[src/rtl/trig_pkg.sv]
package trig_pkg;
    typedef enum logic {
        ST_IDLE = 1'b0,
        ST_RUN  = 1'b1
    } tl_state_e;
endpackage

[src/rtl/trig_sync.sv]
module trig_sync #(
    parameter int W = 7
) (
    input  logic         clk,
    input  logic         rst_n,
    input  logic [W-1:0] raw_n,
    output logic [W-1:0] lvl
);
    logic [W-1:0] stg1_n, stg2_n;

    always_ff @(posedge clk or negedge rst_n) begin
        if (!rst_n) begin
            stg1_n <= '1;
            stg2_n <= '1;
        end else begin
            stg1_n <= raw_n;
            stg2_n <= stg1_n;
        end
    end

    assign lvl = ~stg2_n;
endmodule

[src/rtl/trig_qual.sv]
module trig_qual #(
    parameter int W           = 7,
    parameter int QUAL_CYCLES = 15
) (
    input  logic         clk,
    input  logic         rst_n,
    input  logic         en,
    input  logic [W-1:0] lvl,
    output logic [W-1:0] qual,
    output logic [W-1:0] rise
);
    localparam int CNT_W = $clog2(QUAL_CYCLES + 1);
    localparam logic [CNT_W-1:0] LIM = CNT_W'(QUAL_CYCLES);

    logic [W-1:0] qual_d;

    for (genvar i = 0; i < W; i++) begin : g_ch
        logic [CNT_W-1:0] cnt;

        always_ff @(posedge clk or negedge rst_n) begin
            if (!rst_n)
                cnt <= '0;
            else if (!en || !lvl[i])
                cnt <= '0;
            else if (cnt != LIM)
                cnt <= cnt + 1'b1;
        end

        assign qual[i] = (cnt == LIM);

        // a request only appears after the synchronized line was active
        p_qual_hold_r2: assert property (@(posedge clk) disable iff (!rst_n)
            $rose(qual[i]) |-> $past(lvl[i]));
    end

    always_ff @(posedge clk or negedge rst_n) begin
        if (!rst_n) qual_d <= '0;
        else        qual_d <= qual;
    end

    assign rise = qual & ~qual_d;
endmodule

[src/rtl/trig_pend.sv]
module trig_pend #(
    parameter int W      = 7,
    parameter int CODE_W = 3
) (
    input  logic              clk,
    input  logic              rst_n,
    input  logic              en,
    input  logic [W-1:0]      qual,
    input  logic              clr,
    input  logic [CODE_W-1:0] clr_code,
    output logic [W-1:0]      pend
);
    logic [W-1:0] clr_mask;

    always_comb begin
        clr_mask = '0;
        for (int i = 0; i < W; i++)
            if (clr && clr_code == CODE_W'(i + 1)) clr_mask[i] = 1'b1;
    end

    always_ff @(posedge clk or negedge rst_n) begin
        if (!rst_n)   pend <= '0;
        else if (!en) pend <= '0;
        else          pend <= (pend | qual) & ~clr_mask;
    end

    // a disable empties the request store
    p_drop_on_disable_r9: assert property (@(posedge clk) disable iff (!rst_n)
        !en |=> (pend == '0));
endmodule

[src/rtl/trig_prio_latch.sv]
module trig_prio_latch
    import trig_pkg::*;
#(
    parameter int NUM_TRIG    = 7,
    parameter int QUAL_CYCLES = 15,
    localparam int CODE_W     = $clog2(NUM_TRIG + 1)
) (
    input  logic                clk,
    input  logic                rst_n,
    input  logic [NUM_TRIG-1:0] trig_n,
    input  logic                trig_en,
    input  logic                seq_idle,
    input  logic                list_done,
    input  logic                stop_evt,
    output logic [CODE_W-1:0]   code,
    output logic                code_valid,
    output logic                triggered,
    output logic [CODE_W-1:0]   ind
);
    logic [NUM_TRIG-1:0] lvl, qual, rise, pend;
    logic [CODE_W-1:0]   hi_code, code_q;
    logic                launch, finish;
    tl_state_e           state_q, state_d;

    trig_sync #(.W(NUM_TRIG)) u_sync (
        .clk(clk), .rst_n(rst_n), .raw_n(trig_n), .lvl(lvl)
    );

    trig_qual #(.W(NUM_TRIG), .QUAL_CYCLES(QUAL_CYCLES)) u_qual (
        .clk(clk), .rst_n(rst_n), .en(trig_en), .lvl(lvl), .qual(qual), .rise(rise)
    );

    trig_pend #(.W(NUM_TRIG), .CODE_W(CODE_W)) u_pend (
        .clk(clk), .rst_n(rst_n), .en(trig_en), .qual(qual),
        .clr(finish), .clr_code(code_q), .pend(pend)
    );

    // highest-numbered pending request wins
    always_comb begin
        hi_code = '0;
        for (int i = 0; i < NUM_TRIG; i++)
            if (pend[i]) hi_code = CODE_W'(i + 1);
    end

    assign launch = (state_q == ST_IDLE) && seq_idle && (pend != '0);
    assign finish = (state_q == ST_RUN) && (list_done || stop_evt);

    always_comb begin
        state_d = state_q;
        unique case (state_q)
            ST_IDLE: if (launch) state_d = ST_RUN;
            ST_RUN:  if (finish) state_d = ST_IDLE;
            default: state_d = ST_IDLE;
        endcase
    end

    always_ff @(posedge clk or negedge rst_n) begin
        if (!rst_n) begin
            state_q   <= ST_IDLE;
            code_q    <= '0;
            triggered <= 1'b0;
        end else begin
            state_q <= state_d;
            if (launch) code_q <= hi_code;
            if (stop_evt)        triggered <= 1'b0;
            else if (rise != '0) triggered <= 1'b1;
        end
    end

    always_comb begin
        code       = code_q;
        code_valid = 1'b0;
        ind        = '0;
        unique case (state_q)
            ST_IDLE: ;
            ST_RUN: begin
                code_valid = 1'b1;
                ind        = code_q;
            end
            default: ;
        endcase
    end

    // code frozen while a list runs
    p_code_stable_r6: assert property (@(posedge clk) disable iff (!rst_n)
        (code_valid && !list_done && !stop_evt) |=> (code_valid && $stable(code)));

    // a launch only happens while the sequencer was idle
    p_launch_idle_r5: assert property (@(posedge clk) disable iff (!rst_n)
        $rose(code_valid) |-> $past(seq_idle));

    // no pending request above the launched code
    p_pick_highest_r4: assert property (@(posedge clk) disable iff (!rst_n)
        $rose(code_valid) |-> (($past(pend) >> code) == '0));

    // stop clears the triggered flag
    p_stop_clears_r10: assert property (@(posedge clk) disable iff (!rst_n)
        stop_evt |=> !triggered);

    // indicators dark when no list runs
    p_ind_dark_r11: assert property (@(posedge clk) disable iff (!rst_n)
        !code_valid |-> (ind == '0));

    // stop ends the running list
    p_stop_ends_r12: assert property (@(posedge clk) disable iff (!rst_n)
        (code_valid && stop_evt) |=> !code_valid);
endmodule

[config.mk]
export PLATFORM = sky130hd
export DESIGN_NAME = trig_prio_latch
export DESIGN_NICKNAME = d
export VERILOG_FILES = /design/src/rtl/trig_pkg.sv /design/src/rtl/trig_sync.sv /design/src/rtl/trig_qual.sv /design/src/rtl/trig_pend.sv /design/src/rtl/trig_prio_latch.sv
export SDC_FILE = /design/constraint.sdc
export NUM_CORES = 1
export LEC_CHECK = 0
export ABC_AREA = 1
export CAP_MARGIN = 0
export CORE_UTILIZATION = 54
export CTS_BUF_LIST = sky130_fd_sc_hd__clkbuf_2
export DETAILED_ROUTE_END_ITERATION = 8
export HOLD_SLACK_MARGIN = 0.1
export PLACE_DENSITY_LB_ADDON = 0.08
export SYNTH_ARGS = -nofsm -noshare
export SYNTH_HDL_FRONTEND = slang
export SYNTH_HIERARCHICAL = 1
export SYNTH_SLANG_ARGS = --single-unit
[constraint.sdc]
create_clock -name clk -period 1.35 [get_ports clk]
set_input_delay 0.3375 -clock clk [delete_from_list [all_inputs] [get_ports clk]]
set_output_delay 0.3375 -clock clk [all_outputs]
set_load 0.05 [all_outputs]
==> flow_summary.toml, run 1 <==
[clock_network]
clock_latency_ns = 0.48
h-tree-depth = 3
cts_root_buf = "clkbuf_2"
clk_pin_slew_worst_paths_ns = 0.16
cts_buffers = 9
clockBufferDepth = 2
cts_tree = "yes"
clock-sinks = 61

[logic_synthesis]
synth_area_leaders = "dfrtp_1 43%, dfstp_2 14%, nand2_1 11%, nand3_1 6.3%, nor2_1 5.8%"
ys_top_cells_by_count = "77 x nand2_1, 47 x dfrtp_1, 42 x nor2_1"
synth.top_cell.area_share_pct = 43.26
postSynthNetCount = 332
syn-instance-count = 312
yosys_warnings = 6
synth_flop_cell = "dfrtp_1"
yosysTopAreaCell = "dfrtp_1"
synth-seq-cells = 61
ys_seq_area_share_pct = 56.79
syn_area_um2 = 2719
async_reset_ff_share_pct = 100.0
syn_avg_cell_area_um2 = 8.714
synthDistinctLibCells = 18
post-synth-top-count-cell = "nand2_1"
synth_enable_flop_cells = 0

[critical_path]
critical_path.top_delay_family = "flip-flops"
worst_ep_required_time_ns = 1.01
slowest_stage = "dfrtp_2"
critPathKind = "reg -> out"
critPathMaxStageDelay_ns = 0.49
rrSetupSlack_ns = -0.01
cp.arrival_ns = 1.24
crit_fanout = 5
path_cells = "nand2_2, inv_2, buf_12"
crit_buf_inv = 2
endpoint_kind = "output port"
start_kind = "register"

[die]
die_width_um = 72.96
pin_count = 21
dieArea_um2 = 5322
floorplan.core_area_um2 = 4786
initial_core_util_pct = 56.81
num_rows = 25
die_h_um = 72.96

[timing]
slew_violations = 0
rsz0062_at_grt = "yes"
finalHoldViolations = 0
fmax_mhz = 633.0
postLayoutSetupSlackWorst_ns = -0.2298
slew_headroom_pct = 78.91
period_share_pct = 117.0
worst_pin_slew_ns = 0.3163
worst_hold_slack_ns = 0.2457
finClkSkew_ns = 0.02429
finalCriticalPeriod_ns = 1.580
setup_viol = 9

[global_route]
grtUsageTotal_pct = 23.77
grt_pass1_wl_um = 9404
grt_pass1_vias = 2202
antenna_found_initial = 0
grt_max_degree = 62
overflow = 0

[drt]
viasPerCell = 4.792
ant_nets = 0
wl_per_cell_um = 11.58
drtIter0Drc = 128
totalWireLength_um = 5453
drc = 0
via_count = 2257
dr.pass1.iters = 4

[power_and_ir_drop]
powerDensity_nw_per_um2 = 806.5
peakVddDrop_mv = 0.7118
power_uw = 2985
p_leak_uw = 0.001891

[finish]
n_antenna_cell = 0
area_growth_pct = 36.13
multi_input_area_um2 = 1075
regArea_um2 = 1550
drive_above_1_share_pct = 36.39
nets = 419
fill_cells = 332

[job]
cap_violations = 0

[status]
violations = "setup timing"
status = "finished with violations"

[placement]
hpwl_um = 3769
place.port_buffers = 20
gp_congestion = 0.8141

[worst_hold_path]
hold_path.class = "in -> reg"
-- routing by layer --
layer  part of all wire, %  track usage, %
met1                    44           30.38
met2                    51           39.15
met4                   1.7           11.98
met5                     0               0
met3                   3.2           4.144
-- layout by cell type (no fill, tap or decap), drive strengths merged, types with 7 or more instances in the layout --
cell type       n
clkdlybuf4s50  11
ha              7
dfrtp          47
nand2          84
o21ai          15
inv            47
buf            64
clkbuf         12
nor2           50
dfstp          14
a21oi           8
nand3          34
-- final cells by class --
class	count	share of cell area [%]
Timing Repair Buffer	76	19.98
Multi-Input combinational cell	204	29.04
Tap cell	67	2.265
Sequential cell	61	41.89
Clock buffer	12	1.623
Inverter	47	4.767
Clock inverter	4	0.4395
-- sequential cells by signal, summed over array words and instances (netlist names) --
name,count
code,3
u_sync/stg1_n,7
u_qual/qual_d,7
u_sync/stg2_n,7
u_qual/g_ch.cnt,28
triggered,1
state_q,1
u_pend/pend,7
-- repair_timing --
item	4_1_cts	5_1_grt
hold endpoints to repair	47	0
setup endpoints to repair	9	11
gates resized for setup	16	8
pin swaps	6	6
setup buffers	9	4
hold buffers	1	0
-- through the flow --
step                setup TNS [ns]  worst slack [ns]  util [%]  std cells  area (um^2)
floorplan                 -0.07520          -0.07520         -        312         2725
global placement           -0.8161           -0.1509     72.13        443         3452
detailed placement          -1.491           -0.1633     72.13        443         3452
CTS                         -1.185           -0.2203     76.34        468         3654
global route                -1.511           -0.2655     77.33        471         3701
finish                      -1.197           -0.2298     77.33        471         3701
-- cells by family after synthesis --
logic type	Yosys count	share of synthesized area [%]
simple gates	174	28.44
compound gates	23	5.062
buf+inv	47	6.489
flops	61	56.79
fa+ha+maj	7	3.221
-- power breakdown --
| group | internal [uW] | leakage, uW | switching [uW] |
|---|---|---|---|
| logic | 109 | 0.00104 | 114 |
| registers | 1890 | 0.000788 | 20.5 |
| clock network | 246 | 0.0000585 | 611 |
| total | 2240 | 0.00189 | 745 |
-- final timing paths --
| path | end | depth (start not counted) | from |
|---|---|---|---|
| hold / removal | u_sync/stg1_n[5] | 1 | trig_n[5] |
| hold reg to reg | u_sync/stg2_n[1] | 0 | u_sync/stg1_n[1] |
| setup / recovery | ind[2] | 3 | state_q |
| max in group asynchronous | u_sync/stg1_n[1] | 3 | rst_n |
| min in group asynchronous | u_qual/g_ch[6].cnt[1] | 3 | rst_n |
| setup reg to reg | triggered | 7 | u_qual/g_ch[5].cnt[0] |
No activity file was read; power rests on OpenSTA's default activity.
==> inputs of run 2 (changes only) <==
Settings changed: HOLD_SLACK_MARGIN 0.1 to unset, PLACE_DENSITY set to 0.85, PLACE_DENSITY_LB_ADDON 0.08 to unset, SKIP_CTS_REPAIR_TIMING set to 1.
==> run 2 against run 1 <==
Effect of this change:
- the flow still finishes with violations (setup timing)
- critical endpoint is now ind[0]
- routed wire length is 7.8% higher
- worst setup slack worse by 0.049 ns
- hold slack worse by 0.031 ns
- sequential share of layout area is 0.66 points higher
- clock power is 5.3% higher
- utilization is 1.2 points lower
- die area stayed put
- first-iteration DRC count is 65% higher
- design area is 1.6% lower
- count of clock-buffer cells in the layout is 1 higher
==> flow_summary.toml, run 2 (synthesized netlist as in run 1, its figures left out) <==
[finish]
drive_above_1_share_pct = 37.19
area_growth_pct = 34.01
nets = 413
final_cell_mix = "69 x nand2_1, 46 x buf_4, 42 x dfrtp_1"
final_common_cell = "nand2_1"
regMostFlops = "u_qual/g_ch.cnt"
largest_register_ffs = 28
n_antenna_cell = 0

[global_route]
grt_pass1_wl_um = 8873
grt_max_degree = 62
grt_pass1_vias = 2154
grtUsageTotal_pct = 22.92
overflow = 0
antenna_found_initial = 0

[clock_network]
cts_root_buf = "clkbuf_2"
cts_tree = "yes"
h-tree-depth = 3
clk_pin_slew_worst_paths_ns = 0.17
clock-sinks = 61
cts_buffers = 9
clock_latency_ns = 0.50
clockBufferDepth = 2

[critical_path]
start_kind = "register"
critPathMaxStageDelay_ns = 0.52
path_cells = "nand2_2, inv_2, buf_12"
critPathKind = "reg -> out"
endpoint_kind = "output port"
cp.arrival_ns = 1.29
worst_ep_required_time_ns = 1.01
crit_fanout = 7
critical_path.top_delay_family = "flip-flops"
slowest_stage = "dfrtp_2"
crit_buf_inv = 2

[timing]
finalHoldViolations = 0
finalCriticalPeriod_ns = 1.629
setup_viol = 9
slew_violations = 0
fmax_mhz = 613.9
postLayoutSetupSlackWorst_ns = -0.2790
finClkSkew_ns = 0.02376
slew_headroom_pct = 78.63
setup-tns-final_ns = -1.618
worst_hold_slack_ns = 0.2151
worst_pin_slew_ns = 0.3206
period_share_pct = 120.7
rsz0062_at_grt = "yes"

[die]
initial_core_util_pct = 56.81
num_rows = 25
pin_count = 21
die_width_um = 72.96
dieArea_um2 = 5322
die_h_um = 72.96
floorplan.core_area_um2 = 4786

[placement]
place.port_buffers = 20
gp_congestion = 0.8252
hpwl_um = 3761

[job]
cap_violations = 0

[drt]
totalWireLength_um = 5881
drc = 0
drtIter0Drc = 211
viasPerCell = 5.039
via_count = 2343
dr.pass1.iters = 5
wl_per_cell_um = 12.65
ant_nets = 0

[status]
status = "finished with violations"
violations = "setup timing"

[power_and_ir_drop]
peakVddDrop_mv = 0.6569
p_leak_uw = 0.001890
powerDensity_nw_per_um2 = 829.8
power_uw = 3023

[worst_hold_path]
hold_path.class = "in -> reg"
-- run 2: per-layer routing --
layer / wire, um / track usage, % / vias to the layer above / share of wire [%]
met5: 0 / 0 / - / 0
met4: 163 / 13.29 / 0 / 2.8
met3: 274 / 4.558 / 21 / 4.7
met2: 3012 / 39.98 / 77 / 51
met1: 2430 / 26.23 / 1105 / 41
li1: - / - / 1140 / -
-- run 2: final timing paths --
check                                      start               end  slack [ns]  cells past startpoint
max                                      state_q            ind[0]       -0.28                      3
min                                    trig_n[2]  u_sync/stg1_n[2]        0.22                      1
max reg2reg                u_qual/g_ch[5].cnt[0]         triggered       -0.06                      7
min reg2reg                     u_sync/stg1_n[6]  u_sync/stg2_n[6]        0.35                      0
max in group asynchronous                  rst_n  u_sync/stg2_n[3]        0.67                      3
min in group asynchronous                  rst_n           code[2]        0.36                      3
-- run 2: layout make-up --
| cell class | count | area [um^2] |
|---|---|---|
| Timing Repair Buffer | 70 | 681.9 |
| Tap cell | 67 | 83.83 |
| Clock buffer | 13 | 65.06 |
| Fill cell | 306 | 1142 |
| Sequential cell | 61 | 1550 |
| Inverter | 47 | 176.4 |
| Clock inverter | 3 | 15.01 |
| Multi-Input combinational cell | 204 | 1071 |
-- run 2: worst reg2reg max path, stage by stage, from the launching register on --
cell and delay [ns]:
dfrtp_1 0.44, ha_4 0.18, nand2_4 0.07, nor2_4 0.04
inv_2 0.05, nor2_1 0.05, nor4_2 0.34, a21oi_1 0.13
-- run 2: metrics by stage --
step / instance area (um^2) / setup slack (ns) / utilization [%] / std cells
after floorplan: 2725 / -0.07520 / - / 312
after global placement: 3395 / -0.1429 / 70.93 / 437
after detailed placement: 3395 / -0.1541 / 70.93 / 437
after CTS: 3475 / -0.3583 / 72.60 / 453
after global routing: 3643 / -0.3090 / 76.13 / 465
final: 3643 / -0.2790 / 76.13 / 465
-- run 2: report_power, final --
group	total (uW)	switching (uW)	internal, uW
clock network	902	637	265
registers	1900	19.8	1890
logic	216	114	102
total	3020	771	2250
